[config.mk]
export PLATFORM = sky130hd
export DESIGN_NAME = dual_issue_ctl
export DESIGN_NICKNAME = d
export VERILOG_FILES = /design/src/rtl/dic_pkg.sv /design/src/rtl/dic_unit_tracker.sv /design/src/rtl/dic_scoreboard.sv /design/src/rtl/dic_slot_hazard.sv /design/src/rtl/dual_issue_ctl.sv
export SDC_FILE = /design/constraint.sdc
export NUM_CORES = 1
export LEC_CHECK = 0
export BUFFER_PORTS_ARGS = -buffer_cell sky130_fd_sc_hd__buf_2
export CORE_UTILIZATION = 50
export DETAILED_ROUTE_END_ITERATION = 7
export PLACE_DENSITY = 0.71
export SLEW_MARGIN = 20
export SYNTH_ARGS = -nofsm -noshare
export SYNTH_HDL_FRONTEND = slang
export SYNTH_SLANG_ARGS = --single-unit
[constraint.sdc]
create_clock -name clk -period 4.7 [get_ports clk]
set_input_delay 0.47 -clock clk [delete_from_list [all_inputs] [get_ports clk]]
set_output_delay 0.47 -clock clk [all_outputs]
set_load 0.02 [all_outputs]
[src/rtl/dic_pkg.sv]
package dic_pkg;
    typedef enum logic [1:0] {
        UC_ARITH  = 2'd0,
        UC_LDST   = 2'd1,
        UC_SCALAR = 2'd2,
        UC_RSVD   = 2'd3
    } unit_e;

    localparam int NUM_UNITS = 3;
    localparam int NUM_SLOTS = 2;
endpackage

[src/rtl/dic_unit_tracker.sv]
// Busy down-counter per functional unit: value = further cycles held.
module dic_unit_tracker
    import dic_pkg::*;
#(
    parameter int MUL_CYCLES = 4,
    parameter int ADD_CYCLES = 2,
    parameter int CNT_W      = 3
) (
    input  logic                             clk,
    input  logic                             rst,
    input  logic [NUM_SLOTS-1:0]             iss_valid,
    input  logic [NUM_SLOTS-1:0][1:0]        iss_unit,
    input  logic [NUM_SLOTS-1:0]             iss_mul,
    output logic [NUM_UNITS-1:0]             unit_free,
    output logic                             mid_busy
);
    localparam logic [CNT_W-1:0] MUL_LOAD = CNT_W'(MUL_CYCLES - 1);
    localparam logic [CNT_W-1:0] ADD_LOAD = CNT_W'(ADD_CYCLES - 1);
    localparam logic [CNT_W-1:0] ONE      = CNT_W'(1);

    typedef struct packed {
        logic [NUM_UNITS-1:0][CNT_W-1:0] cnt;
    } trk_t;

    trk_t st_d, st_q;
    logic [NUM_UNITS-1:0] mid_vec;

    always_comb begin
        st_d = st_q;
        for (int u = 0; u < NUM_UNITS; u++) begin
            if (st_q.cnt[u] != '0) begin
                st_d.cnt[u] = st_q.cnt[u] - ONE;
            end
            for (int s = 0; s < NUM_SLOTS; s++) begin
                if (iss_valid[s] && (iss_unit[s] == 2'(u))) begin
                    st_d.cnt[u] = iss_mul[s] ? MUL_LOAD : ADD_LOAD;
                end
            end
        end
        if (rst) begin
            st_d = '0;
        end
    end

    always_ff @(posedge clk) begin
        st_q <= st_d;
    end

    for (genvar u = 0; u < NUM_UNITS; u++) begin : g_unit
        assign unit_free[u] = (st_q.cnt[u] <= ONE);
        assign mid_vec[u]   = (st_q.cnt[u] > ONE);

        AST_BUSY_BOUND: assert property (@(posedge clk) disable iff (rst)
            st_q.cnt[u] <= MUL_LOAD);
    end

    assign mid_busy = |mid_vec;

    AST_RESET_CLEARS_BUSY: assert property (@(posedge clk) disable iff (rst)
        $past(rst) |-> (st_q == '0));
endmodule

[src/rtl/dic_scoreboard.sv]
// Pending counter per register, covering execute plus write-back stages.
module dic_scoreboard
    import dic_pkg::*;
#(
    parameter int NUM_REGS   = 16,
    parameter int REG_W      = 4,
    parameter int PEND_W     = 3,
    parameter int MUL_CYCLES = 4,
    parameter int ADD_CYCLES = 2,
    parameter int WB_STAGES  = 2
) (
    input  logic                              clk,
    input  logic                              rst,
    input  logic [NUM_SLOTS-1:0]              set_valid,
    input  logic [NUM_SLOTS-1:0][REG_W-1:0]   set_dst,
    input  logic [NUM_SLOTS-1:0]              set_mul,
    output logic [NUM_REGS-1:0]               pend_vec
);
    localparam logic [PEND_W-1:0] MUL_HOLD = PEND_W'(MUL_CYCLES + WB_STAGES);
    localparam logic [PEND_W-1:0] ADD_HOLD = PEND_W'(ADD_CYCLES + WB_STAGES);
    localparam logic [PEND_W-1:0] ONE      = PEND_W'(1);

    typedef struct packed {
        logic [NUM_REGS-1:0][PEND_W-1:0] pend;
    } sb_t;

    sb_t st_d, st_q;

    always_comb begin
        st_d = st_q;
        for (int r = 0; r < NUM_REGS; r++) begin
            if (st_q.pend[r] != '0) begin
                st_d.pend[r] = st_q.pend[r] - ONE;
            end
            for (int s = 0; s < NUM_SLOTS; s++) begin
                if (set_valid[s] && (set_dst[s] == REG_W'(r))) begin
                    st_d.pend[r] = set_mul[s] ? MUL_HOLD : ADD_HOLD;
                end
            end
        end
        if (rst) begin
            st_d = '0;
        end
    end

    always_ff @(posedge clk) begin
        st_q <= st_d;
    end

    for (genvar r = 0; r < NUM_REGS; r++) begin : g_reg
        assign pend_vec[r] = (st_q.pend[r] != '0);

        AST_PEND_BOUND: assert property (@(posedge clk) disable iff (rst)
            st_q.pend[r] <= MUL_HOLD);
    end

    AST_SET_VISIBLE: assert property (@(posedge clk) disable iff (rst)
        $past(set_valid[0]) |-> pend_vec[$past(set_dst[0])]);

    AST_RESET_CLEARS_PEND: assert property (@(posedge clk) disable iff (rst)
        $past(rst) |-> (pend_vec == '0));
endmodule

[src/rtl/dic_slot_hazard.sv]
// Per-slot readiness: legal unit, unit accepting, no pending operand.
module dic_slot_hazard
    import dic_pkg::*;
#(
    parameter int NUM_REGS = 16,
    parameter int REG_W    = 4
) (
    input  logic                  valid,
    input  logic [1:0]            unit,
    input  logic [REG_W-1:0]      dst,
    input  logic [REG_W-1:0]      src0,
    input  logic [REG_W-1:0]      src1,
    input  logic [NUM_REGS-1:0]   pend_vec,
    input  logic [NUM_UNITS-1:0]  unit_free,
    output logic                  ready
);
    logic unit_ok;
    logic regs_ok;

    always_comb begin
        case (unit_e'(unit))
            UC_ARITH:  unit_ok = unit_free[0];
            UC_LDST:   unit_ok = unit_free[1];
            UC_SCALAR: unit_ok = unit_free[2];
            default:   unit_ok = 1'b0;
        endcase
        regs_ok = !pend_vec[src0] && !pend_vec[src1] && !pend_vec[dst];
        ready   = valid && unit_ok && regs_ok;
    end
endmodule

[src/rtl/dual_issue_ctl.sv]
module dual_issue_ctl
    import dic_pkg::*;
#(
    parameter int NUM_REGS   = 16,
    parameter int MUL_CYCLES = 4,
    parameter int ADD_CYCLES = 2,
    parameter int WB_STAGES  = 2
) (
    input  logic                         clk,
    input  logic                         rst,
    input  logic                         s0_valid,
    input  logic [1:0]                   s0_unit,
    input  logic                         s0_mul,
    input  logic [$clog2(NUM_REGS)-1:0]  s0_dst,
    input  logic [$clog2(NUM_REGS)-1:0]  s0_src0,
    input  logic [$clog2(NUM_REGS)-1:0]  s0_src1,
    input  logic                         s1_valid,
    input  logic [1:0]                   s1_unit,
    input  logic                         s1_mul,
    input  logic [$clog2(NUM_REGS)-1:0]  s1_dst,
    input  logic [$clog2(NUM_REGS)-1:0]  s1_src0,
    input  logic [$clog2(NUM_REGS)-1:0]  s1_src1,
    output logic                         grant0,
    output logic                         grant1
);
    localparam int REG_W  = $clog2(NUM_REGS);
    localparam int CNT_W  = $clog2(MUL_CYCLES + 1);
    localparam int PEND_W = $clog2(MUL_CYCLES + WB_STAGES + 1);

    logic [NUM_SLOTS-1:0]            sl_valid;
    logic [NUM_SLOTS-1:0][1:0]       sl_unit;
    logic [NUM_SLOTS-1:0]            sl_mul;
    logic [NUM_SLOTS-1:0][REG_W-1:0] sl_dst;
    logic [NUM_SLOTS-1:0][REG_W-1:0] sl_src0;
    logic [NUM_SLOTS-1:0][REG_W-1:0] sl_src1;
    logic [NUM_SLOTS-1:0]            sl_ready;
    logic [NUM_SLOTS-1:0]            iss;
    logic [NUM_UNITS-1:0]            unit_free;
    logic [NUM_REGS-1:0]             pend_vec;
    logic                            mid_busy;
    logic                            indep;

    assign sl_valid = {s1_valid, s0_valid};
    assign sl_unit  = {s1_unit,  s0_unit};
    assign sl_mul   = {s1_mul,   s0_mul};
    assign sl_dst   = {s1_dst,   s0_dst};
    assign sl_src0  = {s1_src0,  s0_src0};
    assign sl_src1  = {s1_src1,  s0_src1};

    for (genvar s = 0; s < NUM_SLOTS; s++) begin : g_slot
        dic_slot_hazard #(
            .NUM_REGS (NUM_REGS),
            .REG_W    (REG_W)
        ) u_hazard (
            .valid     (sl_valid[s]),
            .unit      (sl_unit[s]),
            .dst       (sl_dst[s]),
            .src0      (sl_src0[s]),
            .src1      (sl_src1[s]),
            .pend_vec  (pend_vec),
            .unit_free (unit_free),
            .ready     (sl_ready[s])
        );
    end

    always_comb begin
        indep = (s1_src0 != s0_dst) && (s1_src1 != s0_dst) && (s1_dst != s0_dst)
             && (s0_src0 != s1_dst) && (s0_src1 != s1_dst);
        iss[0] = !rst && sl_ready[0];
        iss[1] = iss[0] && sl_ready[1] && (s1_unit != s0_unit) && indep && !mid_busy;
    end

    assign grant0 = iss[0];
    assign grant1 = iss[1];

    dic_unit_tracker #(
        .MUL_CYCLES (MUL_CYCLES),
        .ADD_CYCLES (ADD_CYCLES),
        .CNT_W      (CNT_W)
    ) u_tracker (
        .clk       (clk),
        .rst       (rst),
        .iss_valid (iss),
        .iss_unit  (sl_unit),
        .iss_mul   (sl_mul),
        .unit_free (unit_free),
        .mid_busy  (mid_busy)
    );

    dic_scoreboard #(
        .NUM_REGS   (NUM_REGS),
        .REG_W      (REG_W),
        .PEND_W     (PEND_W),
        .MUL_CYCLES (MUL_CYCLES),
        .ADD_CYCLES (ADD_CYCLES),
        .WB_STAGES  (WB_STAGES)
    ) u_scoreboard (
        .clk       (clk),
        .rst       (rst),
        .set_valid (iss),
        .set_dst   (sl_dst),
        .set_mul   (sl_mul),
        .pend_vec  (pend_vec)
    );

    logic arith_mul_iss;
    logic arith_iss;
    logic any_mul_iss;

    always_comb begin
        arith_iss     = (grant0 && (s0_unit == UC_ARITH)) || (grant1 && (s1_unit == UC_ARITH));
        arith_mul_iss = (grant0 && s0_mul && (s0_unit == UC_ARITH))
                     || (grant1 && s1_mul && (s1_unit == UC_ARITH));
        any_mul_iss   = (grant0 && s0_mul) || (grant1 && s1_mul);
    end

    if (MUL_CYCLES >= 3) begin : g_mul_checks
        AST_MUL_HOLDS_UNIT: assert property (@(posedge clk) disable iff (rst)
            $past(arith_mul_iss) |-> !arith_iss);
        AST_NO_MID_PAIR: assert property (@(posedge clk) disable iff (rst)
            $past(any_mul_iss) |-> !grant1);
    end

    AST_RAW_WAIT: assert property (@(posedge clk) disable iff (rst)
        $past(grant0) |-> !(grant0 && ((s0_src0 == $past(s0_dst)) ||
                                       (s0_src1 == $past(s0_dst)))));
endmodule

; ---- Yosys cells after proc, flatten, opt, wreduce, memory -nomap -nowiden
; Cells that the tools add are included.
; Widths: inputs -> output; s select.
[classes]
n_addsub = 19
magnitude_cmp = 12
eq_ne = 40
n_mux = 75
reduce_logical = 106
[ops]
columns = operator, n
row1 = $mux 3, 57
row2 = $reduce_bool 3->1, 38
row3 = $eq 4x4->1 const B, 16
row4 = $sub 3x1->3 const B, 19
row5 = $logic_and 1x1->1, 55
row6 = $eq 4x3->1 const B, 8
row7 = $lt 4x5->1 const B, 6
row8 = $bmux 1 s4, 6
row9 = $ne 4x4->1, 5
row10 = $eq 4x2->1 const B, 4
row11 = $gt 3x1->1 const B, 3
row12 = $le 3x1->1 const B, 3
row13 = $eq 4x1->1 const B, 2
row14 = $logic_not 1->1, 8
row15 = $logic_not 4->1, 2
row16 = $mux 2, 4
row17 = $mux 1, 6
row18 = $pmux 1 s3, 2
row19 = $eq 2x1->1 const B, 2
row20 = $eq 2x2->1 const B, 2
row21 = $logic_not 2->1, 2
row22 = $reduce_or 3->1, 1
row23 = $ne 2x2->1, 1
[totals]
ff_bits = 57
inputBits = 34
out_inout_bits = 2
wordCells = 271

; ---- Depth between registers and ports, before layout
; Gate-level depths: netlist (run 1).
[logic_depth]
ltp_word = 14
depth_mapped = 14
mapped_depth_nobuf = 11

; ---- By module
; From an unflattened synthesis (run 1), not the netlist that was laid out.
[hier_totals]
cells_unflattened = 552
hier_area_um2 = 4817.1
[by_module_without_submodules]
columns = mod, instances, cells_per_inst, area_per_inst_um2, seq_area_each_um2
row1 = dic_scoreboard, 1, 370, 3064.2, 960.9
row2 = dic_slot_hazard, 2, 36, 429.2, 0.0
row3 = dic_unit_tracker, 1, 78, 629.4, 180.2
row4 = dual_issue_ctl, 1, 32, 265.3, 0.0

; ---- Worst setup path before layout (run 1)
; Ideal clock, no wire load.
[synth_path]
kind = input to register
from = in s1_dst[1]
to = reg u_scoreboard.st_q[24] (netlist bit)
setup_time_ps = 116
arrival_time_ps = 3270
required_ps = 4584
setup_slack_ps = 1314
stages = 10
n_path_buf = 2
path_cell_list = buf_2 nor3b_1 a2111oi_0 or4_1 or4_1 or3_1 or4_1 buf_2 or3_1 and4_1
[synth_between]
elab_chain_len = 11
word_cells_on_any_way = 19
classes_between = eq/ne (4) / mux (3) / reduce/logical (12)
[synth_lines]
columns = element, line_no
row1 = "start, declared", dual_issue_ctl.sv:20  ; input logic [$clog2(NUM_REGS)-1:0] s1_dst,
row2 = $bmux 1 s4, dic_slot_hazard.sv:27  ; regs_ok = !pend_vec[src0] && !pend_vec[src1] && !pend_vec[dst];
row3 = $mux 1 (implied by the code), dic_slot_hazard.sv:27
row4 = $logic_not 1->1, dic_slot_hazard.sv:27
row5 = $logic_and 1x1->1, dic_slot_hazard.sv:27
row6 = $logic_and 1x1->1, dic_slot_hazard.sv:28  ; ready = valid && unit_ok && regs_ok;
row7 = $logic_and 1x1->1 (4 in a row), dual_issue_ctl.sv:70  ; iss[1] = iss[0] && sl_ready[1] && (s1_unit != s0_unit) && indep && !mid_busy;
row8 = $logic_and 1x1->1 (*), dic_scoreboard.sv:36  ; if (set_valid[s] && (set_dst[s] == REG_W'(r))) begin
row9 = $reduce_bool 3->1 (no source line) or $mux 3 (tied branches), --
row10 = "end signal, assigned", dic_scoreboard.sv:47  ; st_q <= st_d;
row11 = "end, declared", dic_scoreboard.sv:27  ; sb_t st_d, st_q;
; Every way passes the cells marked *; elsewhere a longest branch is shown, timed or not. The select of a mux whose other input is x is not followed.
; A chain may end at the register's enable or synchronous reset.

; ---- Worst setup path after layout (run 1)
[layout_path]
from = reg u_scoreboard.st_q[45] (netlist bit)
to = reg u_scoreboard.st_q[30] (netlist bit)
[layout_between]
elab_chain_len = 14
word_cells_on_any_way = 35
classes_between = mux (14) / reduce/logical (21)
[layout_lines]
columns = element, line_no
row1 = $reduce_bool 3->1 (*), dic_scoreboard.sv:51  ; assign pend_vec[r] = (st_q.pend[r] != '0);
row2 = $bmux 1 s4, dic_slot_hazard.sv:27
row3 = $mux 1 (implied by the code), dic_slot_hazard.sv:27
row4 = $logic_not 1->1, dic_slot_hazard.sv:27
row5 = $logic_and 1x1->1 (2 in a row), dic_slot_hazard.sv:27
row6 = $logic_and 1x1->1, dic_slot_hazard.sv:28
row7 = $logic_and 1x1->1, dual_issue_ctl.sv:69  ; iss[0] = !rst && sl_ready[0];
row8 = $logic_and 1x1->1 (4 in a row), dual_issue_ctl.sv:70
row9 = $logic_and 1x1->1, dic_scoreboard.sv:36
row10 = $reduce_bool 3->1 (no source line) or $mux 3 (tied branches), --
; Marks and branches as above.

==> impl_results.md, run 1 <==
* Outcome: complete, no violations
* Yosys reg bits at 57
* Slew Viols, Final at 0
* Avg Cell Area, Syn at 8.05 um^2
* Worst-Margin Slew at just under 1 ns
* Vias at 5804
* Yosys top cell area share at 19.8%
* TritonCTS buffer count at 9
* Most frequent cell after synthesis: dfxtp_1
* Bufs on Longest Clock Path at 2
* PD cells at 627 nW/um^2
* Synth async-reset ratio at 0%
* Post-route ant nets at 0
* CTS Hold Bufs at 0
* Clock root cell: clkbuf_16
* Prevailing post-synth register cell: dfxtp_1
* Fillers at about 1000
* DIE AREA at 12000 um^2
* Max-cap violation count at 0
* Postcts setup bufs at 0
* Multi-input logic area at 4210 um^2
* Clock slew at reported path FFs at 0.05 ns
* Rows at 38
* RSZ-0062 raised after global routing: no
* Vias in the first global route at 5604
* Syn_nets at 791
* Initial DRC count at between 500 and 600
* Area contributors post-synth: dfxtp_1, ha_1, mux2i_1
* Synthesis warning total at 0
* Dpl cell area at 5990 um^2
* TritonCTS clock tree: built
* H-tree levels at 3
* Worst-skew pair later-pin latency at about 0.34 ns
* Dpl hpwl at 15.3 mm
* Final net count at 799
* Final setup vio count at 0
* Worst setup margin at 0.736 ns
* Post-Route WL at 20.3 mm
* CTS Sinks at 57
* Final Hold Viols at 0
* Worst Setup Start Kind: flip-flop
* Synth Cell Area at 5760 um^2
* Slowest stage cell on the critical path: or4_1
* Req. time, crit path at 4.93 ns
* Leakage power at 2.64 nW
* Die Span Y at 109 um
* Via-per-instance ratio at 6.68
* Setup crit end kind: flip-flop
* Remaining routing DRC violations at 0
* EDFF count, synth at 0
* Worst Path Class, Setup: flip-flop to flip-flop
* F_max at 252 MHz
* Share of the yosys chip area belonging to registers at 19.8%
* I/O pins at 36
* Pre-CTS setup slack at 0.751 ns
* Post-CTS sizing at 0
* GP Congestion at between 1 and 1.5
* Most used cell, CP: or4_1
* Post-synth top cells: dfxtp_1, inv_1, nor2_1
* Post-route setup TNS at 0 ns
* First-pass GRT wire length at 30.9 mm
* Routed len/inst at between 20 and 25 um
* Gr usage total at a little over a third
* Share of post-route cells with drive strength above 1 at 12.6%
* Top delay family on crit path: simple AND/OR/NAND/NOR gates
* Ant. Diodes at 0
* Initial Utilization at 52.3%
* Worst-path cell chain: inv_1 > ha_1 > nor2b_1 > buf_4 > a211oi_1 > or4_1 > or4_1 > or3_1 > or4_1 > or3_1 > and4_1
* Arr. time, crit path at 4.19 ns
* 1st-pass router iterations at 6
* Crit-path max FO at 8
* Clock skew at 0.00716 ns
* Layout area overhead at 9.70%
* Post-synthesis cell type count at between 70 and 80
* Core Util, Final at 57.3%
* Core ar. at 11000 um^2
* Horiz. Die Dim at ~110 um
* Period minus WS final at about 4.0 ns
* Final instance area at 6320 um^2
* Number of buffers and inverters on the critical path at 2
* Slew HR at roughly a third
* Period utilization at between 80% and 90%
* Max VDD drop at 463 uV
* Gr ovfl total at 0
* Antenna violations before repair at 0
* Syn Inst Count at 716
* Area leader, netlist: dfxtp_1
* Hold/Removal Path Class: flip-flop to flip-flop
* Final hold slack at approximately 0.47 ns
* CP peak stage delay at 0.65 ns
* Reg area at roughly 1100 um^2
* I/O Buffers at 35
* Pin count of the biggest net entering global routing at 43
[final timing paths]
check	cells after the start	startpoint	to	slack (ns)
worst min register to register	2	u_scoreboard.st_q[25]	u_scoreboard.st_q[25]	0.47
worst max register to register	11	u_scoreboard.st_q[45]	u_scoreboard.st_q[30]	0.74
worst max-delay path	11	u_scoreboard.st_q[45]	u_scoreboard.st_q[30]	0.74
worst min-delay path	2	u_scoreboard.st_q[25]	u_scoreboard.st_q[25]	0.47
[per-stage QoR]
stage               total power, mW  cells
finish                         3.96    869
global route                   4.22    869
CTS                            3.92    869
detailed placement             3.17    853
global placement               3.08    853
floorplan                      2.55    716
[sequential cells by signal, indices dropped and copies added (netlist names)]
register and count:
u_scoreboard.st_q 48, u_tracker.st_q 9
[tightest hold or removal path, cell delays in order (launching register included)]
cell     delay, ns
dfxtp_1       0.31
nand2_1       0.05
o22ai_1       0.07
[cells in the final DEF, fill, tap and decap left out, types with 11 or more instances in the layout]
cell type	n
xor2_1	21
and3_1	14
nor4_1	13
nand2_1	26
nand4_1	24
ha_1	41
nor3b_1	12
and2_1	11
dfxtp_1	57
and4_1	15
inv_1	48
mux2i_1	43
mux4_2	12
nor2_1	45
buf_4	15
xnor2_1	20
a31oi_1	15
nor2b_1	26
a21oi_1	24
nand2b_1	24
nor3_1	18
buf_2	35
nand3_1	28
[power breakdown]
part	switching [mW]	total, mW	internal [mW]
Clock	0.241	0.732	0.491
Combinational	1.31	2.38	1.07
Sequential	0.161	0.854	0.693
[cells by family (layout without fill, tap and decap cells)]
kind of cell / Yosys count / in the layout / synth area share [%]
AOI/OAI and AO/OA: 118 / 118 / 14.7
and+or+nand+nor: 300 / 300 / 30.4
xor gates and xnor gates: 41 / 41 / 6.23
buffers and inverters: 101 / 114 / 7.29
DFF: 57 / 57 / 19.8
muxes: 58 / 58 / 12.7
adders and majority gates: 41 / 41 / 8.90
[layer usage]
layer	vias to the layer above	part of all wire (%)	wire [um]	global-route usage, %
li1	2638	-	-	-
met1	2749	41	8290	45.0
met2	340	45	9180	56.9
met3	77	9.6	1960	7.53
met4	0	4.4	886	17.5
met5	-	0	0	0
[cell type report]
class / count / area share [%]
well taps: 140 / 2.77
repair buffers: 50 / 4.55
clock inverters: 5 / 1.23
inverters: 48 / 2.85
multi-input cells: 558 / 66.6
flip-flops and latches: 57 / 18.0
clock buffers: 11 / 4.00
No activity file was read; power rests on OpenSTA's default activity.
==> run 2: changes to the inputs <==
- PLACE_DENSITY: 0.71 -> 0.73
- clock period: 4.7 -> 3.4 ns (I/O delays scaled with it)
==> run 2 against run 1 <==
Net effect:
- the run now ends with negative setup slack left
- utilization increased by 11 points
- critical path type unchanged
- critical path depth decreased by 1
- final cell count increased by 15%
- highest routed layer unchanged
==> impl_results.md, run 2 (synthesis gave the netlist of run 1 again) <==
* Horiz. Die Dim at between 100 and 150 um
* Clock slew at reported path FFs at 0.06 ns
* Dpl hpwl at 16.6 mm
* Crit path from: u_scoreboard.st_q[24]
* Initial DRC count at 557
* Rows at 38
* Gr usage total at roughly two fifths
* First-pass GRT wire length at 33.5 mm
* Largest Register: u_scoreboard.st_q
* Slowest stage cell on the critical path: or4_4
* Slack of the worst reg-to-reg path at -0.12 ns
* Via-per-instance ratio at 6.39
* Vias at 6367
* Layout area overhead at 31.5%
* Most frequent cells in the layout: buf_4, dfxtp_1, nor2_1, mux2i_1
* Req. time, crit path at 3.64 ns
* R2R cell count at 10
* Worst-path cell chain: inv_2 > ha_4 > nor3b_4 > a2111oi_4 > or4_1 > or4_4 > or3_4 > or4_4 > or3_4 > and4_1
* CP peak stage delay at 0.57 ns
* F_max at between 200 and 300 MHz
* Max VDD drop at 509 uV
* Clock skew at roughly 0.0075 ns
* Slew Viols, Final at 0
* Share of post-route cells with drive strength above 1 at 31.3%
* Bufs on Longest Clock Path at 2
* CTS Sinks at 57
* Max-cap violation count at 0
* Worst Path Class, Setup: flip-flop to flip-flop
* DIE AREA at 12000 um^2
* H-tree levels at 3
* Final net count at 927
* Final Hold Viols at 0
* I/O Buffers at 35
* TritonCTS clock tree: built
* Hold path start: u_scoreboard.st_q[43]
* Ant. Diodes at 0
* Antenna violations before repair at 0
* Dpl cell area at slightly below 7000 um^2
* Arr. time, crit path at 3.76 ns
* Die Span Y at 109 um
* Worst-skew pair later-pin latency at 0.34 ns
* Commonest non-fill, non-tap cell in the layout: buf_4
* Vias in the first global route at 6323
* Routed len/inst at 21.8 um
* Remaining routing DRC violations at 0
* Outcome: complete, but fails checks
* PD cells at 845 nW/um^2
* Worst Setup Start Kind: flip-flop
* Number of buffers and inverters on the critical path at 1
* Leakage power at around 3.3 nW
* Hold/Removal Path Class: flip-flop to flip-flop
* Top delay family on crit path: simple AND/OR/NAND/NOR gates
* Setup crit end kind: flip-flop
* Post-route ant nets at 0
* Final setup vio count at 14
* Pin count of the biggest net entering global routing at 43
* Post-Route WL at 21.8 mm
* Biggest regs: u_scoreboard.st_q (48), u_tracker.st_q (9)
* Violated checks: negative setup slack
* Clock root cell: clkbuf_16
* GP Congestion at 1.02
* WHS Path Cells at 2
* RR Endpoint: u_scoreboard.st_q[33]
* Worst setup margin at -0.123 ns
* Period utilization at 104%
* Initial Utilization at 52.3%
* I/O pins at 36
* Crit-path max FO at 7
* Final hold slack at roughly 0.48 ns
* Pre-CTS setup slack at -0.267 ns
* 1st-pass router iterations at 6
* Core ar. at 11000 um^2
* Reg2reg start: u_scoreboard.st_q[24]
* Period minus WS final at 3.52 ns
* TritonCTS buffer count at 9
* Total power at 6.40 mW
* Worst-Margin Slew at 0.890 ns
* Worst Hold Path EP: u_scoreboard.st_q[43]
* Final instance area at 7580 um^2
* Slew HR at 40.6%
* RSZ-0062 raised after global routing: yes
* Gr ovfl total at 0
* Max FFs per register at 48
run 2: cell count changes in the layout (fill, tap and decap cells not counted), moves of 3 or more:
cell	previous run	this run
or3_1	10	5
inv_1	48	36
ha_4	0	4
or3_4	0	5
nor4_4	0	3
ha_1	41	36
buf_4	15	140
a2111oi_0	5	2
inv_2	0	11
a2111oi_2	0	3
nor4_1	13	9
nor3b_1	12	8
run 2: report_power, final:
part | switching (mW) | internal, mW
clock | 0.346 | 0.678
sequential | 0.222 | 0.960
combinational | 2.09 | 2.11
total | 2.66 | 3.75
run 2: timing repair:
action                     4_1_cts  5_1_grt
hold buffers                     0        0
setup buffers                    2        2
setup endpoints to repair       26       35
gates resized for setup         36       29
pin swaps                        5       10
hold endpoints to repair         0        0
run 2: worst register-to-register path, stage by stage, from the launching register on:
cell	delay [ns]
dfxtp_2	0.32
inv_2	0.07
ha_4	0.14
nor3b_4	0.23
a2111oi_4	0.09
or4_1	0.54
or4_4	0.57
or3_4	0.41
or4_4	0.51
or3_4	0.36
and4_1	0.20
run 2: cell type report:
cell class / instances / area (um^2)
clock buffers: 11 / 253
clock inverters: 5 / 77.6
fillers: 900 / 3450
inverters: 48 / 184
multi-input cells: 558 / 4460
flip-flops and latches: 57 / 1140
well taps: 140 / 175
repair buffers: 178 / 1280
run 2: through the flow:
step	TNS [ns]	util, %	cells
after global routing	-1.75	68.7	997
after detailed placement	-2.71	63.0	977
after CTS	-0.185	67.5	995
after floorplan	0	-	716
final	-0.830	68.7	997
after global placement	-2.43	63.0	977
run 2: per-layer routing:
layer | vias to the layer above | wire [um] | GRT usage, %
met4 | 0 | 1240 | 22.0
met5 | - | 0 | 0
li1 | 2905 | - | -
met1 | 2972 | 8590 | 48.1
met3 | 102 | 2540 | 9.72
met2 | 388 | 9400 | 58.7
run 2: worst max path at each step:
stage	end	cells past startpoint
6_report	u_scoreboard.st_q[33]	10
3_3_place_gp	u_scoreboard.st_q[36]	13
3_5_place_dp	u_scoreboard.st_q[24]	10
4_1_cts	grant1	12
2_1_floorplan	u_scoreboard.st_q[24]	12
5_1_grt	u_scoreboard.st_q[33]	10
==> run 3: changes to the inputs <==
- PLACE_DENSITY: 0.73 -> 0.71
- SKIP_CTS_REPAIR_TIMING: unset -> 1
- clock period: 3.4 -> 4.04 ns (I/O delays scaled with it)
==> run 3 against run 2 <==
Net effect:
- non-clock buffer count decreased by 115
- die area unchanged
- clock power decreased by 23%
- global-route usage decreased by 1.9 points
- sequential power decreased by 16%
- the run now ends clean
- design area decreased by 16%
- register-to-register slack improved by 0.30 ns
- count of clock-buffer cells in the layout decreased by 1
- flip-flop and latch count unchanged
- critical path depth decreased by 1
- combinational power decreased by 32%
==> impl_results.md, run 3 (synthesis gave the netlist of run 1 again) <==
* PD cells at slightly above 700 nW/um^2
* Slew HR at 27.3%
* Hold/Removal Path Class: flip-flop to flip-flop
* H-tree levels at 3
* F_max at 255 MHz
* Core Util, Final at 57.9%
* Pre-CTS setup slack at around 0.25 ns
* Period utilization at 96.9%
* Most used cell, CP: or4_1
* R2R cell count at 10
* Period minus WS final at 3.92 ns
* 1st-pass router iterations at 5
* Via-per-instance ratio at ~6.6
* Routed len/inst at 23.1 um
* Slew Viols, Final at 0
* Worst Hold Path EP: u_scoreboard.st_q[46]
* Initial DRC count at 564
* Gr usage total at 36.2%
* I/O pins at 36
* Remaining routing DRC violations at 0
* RR Endpoint: u_scoreboard.st_q[33]
* Final Hold Viols at 0
* I/O Buffers at 35
* Bufs on Longest Clock Path at 2
* Worst setup margin at 0.123 ns
* Antenna violations before repair at 0
* Clock root cell: clkbuf_16
* First-pass GRT wire length at roughly 32 mm
* Crit-path max FO at 5
* Dpl hpwl at 15.4 mm
* Worst-Margin Slew at 1.06 ns
* Clock skew at 0.0110 ns
* Core ar. at 11000 um^2
* Largest Register: u_scoreboard.st_q
* Final hold slack at 0.472 ns
* RSZ-0062 raised after global routing: no
* Post-Route WL at 20.4 mm
* Biggest regs: u_scoreboard.st_q (48), u_tracker.st_q (9)
* Slack of the worst reg-to-reg path at between 0.15 and 0.2 ns
* DIE AREA at roughly 12000 um^2
* Rows at 38
* Initial Utilization at 52.3%
* Gr ovfl total at 0
* Most frequent cells in the layout: dfxtp_1, inv_1, nor2_1, mux2i_1, ha_1
* Vias at 5826
* WHS Path Cells at 2
* Commonest non-fill, non-tap cell in the layout: dfxtp_1
* Leakage power at roughly 2.7 nW
* Worst Path Class, Setup: flip-flop to primary output
* Pin count of the biggest net entering global routing at 43
* Worst-skew pair later-pin latency at ~0.35 ns
* Share of post-route cells with drive strength above 1 at 14.3%
* Max FFs per register at 48
* Worst-path cell chain: inv_1 > ha_1 > and2b_1 > a2111oi_0 > or4_1 > or4_1 > nor4_2 > and2_2 > buf_2
* Horiz. Die Dim at 109 um
* Hold path start: u_scoreboard.st_q[46]
* Max-cap violation count at 0
* Outcome: complete, no violations
* CTS Sinks at 57
* Max VDD drop at between 600 and 700 uV
* TritonCTS buffer count at 9
* Post-route setup TNS at 0 ns
* Reg2reg start: u_scoreboard.st_q[30]
* Ant. Diodes at 0
* Setup crit end kind: primary output
* Layout area overhead at 10.8%
* Post-route ant nets at 0
* Top delay family on crit path: simple AND/OR/NAND/NOR gates
* Total power at roughly 4.6 mW
* Final setup vio count at 0
* Arr. time, crit path at 3.51 ns
* CP peak stage delay at 0.58 ns
* Die Span Y at 109 um
* GP Congestion at 0.990
* Clock slew at reported path FFs at 0.06 ns
* Worst Setup Start Kind: flip-flop
* Req. time, crit path at 3.64 ns
* TritonCTS clock tree: built
* Number of buffers and inverters on the critical path at 2
* Vias in the first global route at between 5000 and 6000
* Final net count at 812
* Slowest stage cell on the critical path: or4_1
run 3: changes by cell type in the layout (fill, tap and decap cells not counted), moves of 3 or more:
cell | before | now
ha_1 | 36 | 41
buf_4 | 140 | 28
inv_1 | 36 | 48
a2111oi_2 | 3 | 0
nor3b_1 | 8 | 12
or3_4 | 5 | 0
ha_4 | 4 | 0
nor4_4 | 3 | 0
or3_1 | 5 | 10
nor4_1 | 9 | 13
a2111oi_0 | 2 | 5
inv_2 | 11 | 0
run 3: layout make-up:
| class | instances | area (um^2) |
|---|---|---|
| Tap cell | 140 | 175 |
| Sequential cell | 57 | 1140 |
| Timing Repair Buffer | 63 | 385 |
| Clock buffer | 10 | 239 |
| Clock inverter | 6 | 57.6 |
| Inverter | 48 | 180 |
| Multi-Input combinational cell | 558 | 4210 |
| Fill cell | 1041 | 4640 |
run 3: worst max-delay path by stage:
stage                                  to  cells past startpoint  slack, ns                  start
detailed placement  u_scoreboard.st_q[24]                      9       0.25              s1_dst[1]
floorplan           u_scoreboard.st_q[24]                     12       0.66  u_scoreboard.st_q[18]
global placement    u_scoreboard.st_q[30]                      9       0.28              s1_dst[3]
CTS                                grant1                      9       0.10  u_scoreboard.st_q[30]
global route        u_scoreboard.st_q[33]                     10       0.04  u_scoreboard.st_q[30]
finish                             grant1                      9       0.12  u_scoreboard.st_q[30]
run 3: tightest hold or removal path, stage by stage, from the launching register on:
cell     delay [ns]
dfxtp_1        0.30
nand4_1        0.06
a21oi_1        0.06
run 3: metal layers:
metal | GRT usage (%) | vias up | routed length, um
met4 | 16.0 | 0 | 725
met3 | 8.89 | 65 | 1910
met1 | 46.2 | 2783 | 8600
met5 | 0 | - | 0
met2 | 58.0 | 310 | 9130
li1 | - | 2668 | -
run 3: where the power goes:
| part | internal [mW] | total [mW] | switching (mW) |
|---|---|---|---|
| clock network | 0.489 | 0.788 | 0.298 |
| logic | 1.31 | 2.86 | 1.55 |
| registers | 0.806 | 0.992 | 0.185 |
run 3: per-stage QoR:
stage | std cells | cell area (um^2)
after floorplan | 716 | 5760
after global placement | 866 | 6090
after detailed placement | 866 | 6090
after CTS | 882 | 6390
after global routing | 882 | 6390
final | 882 | 6390
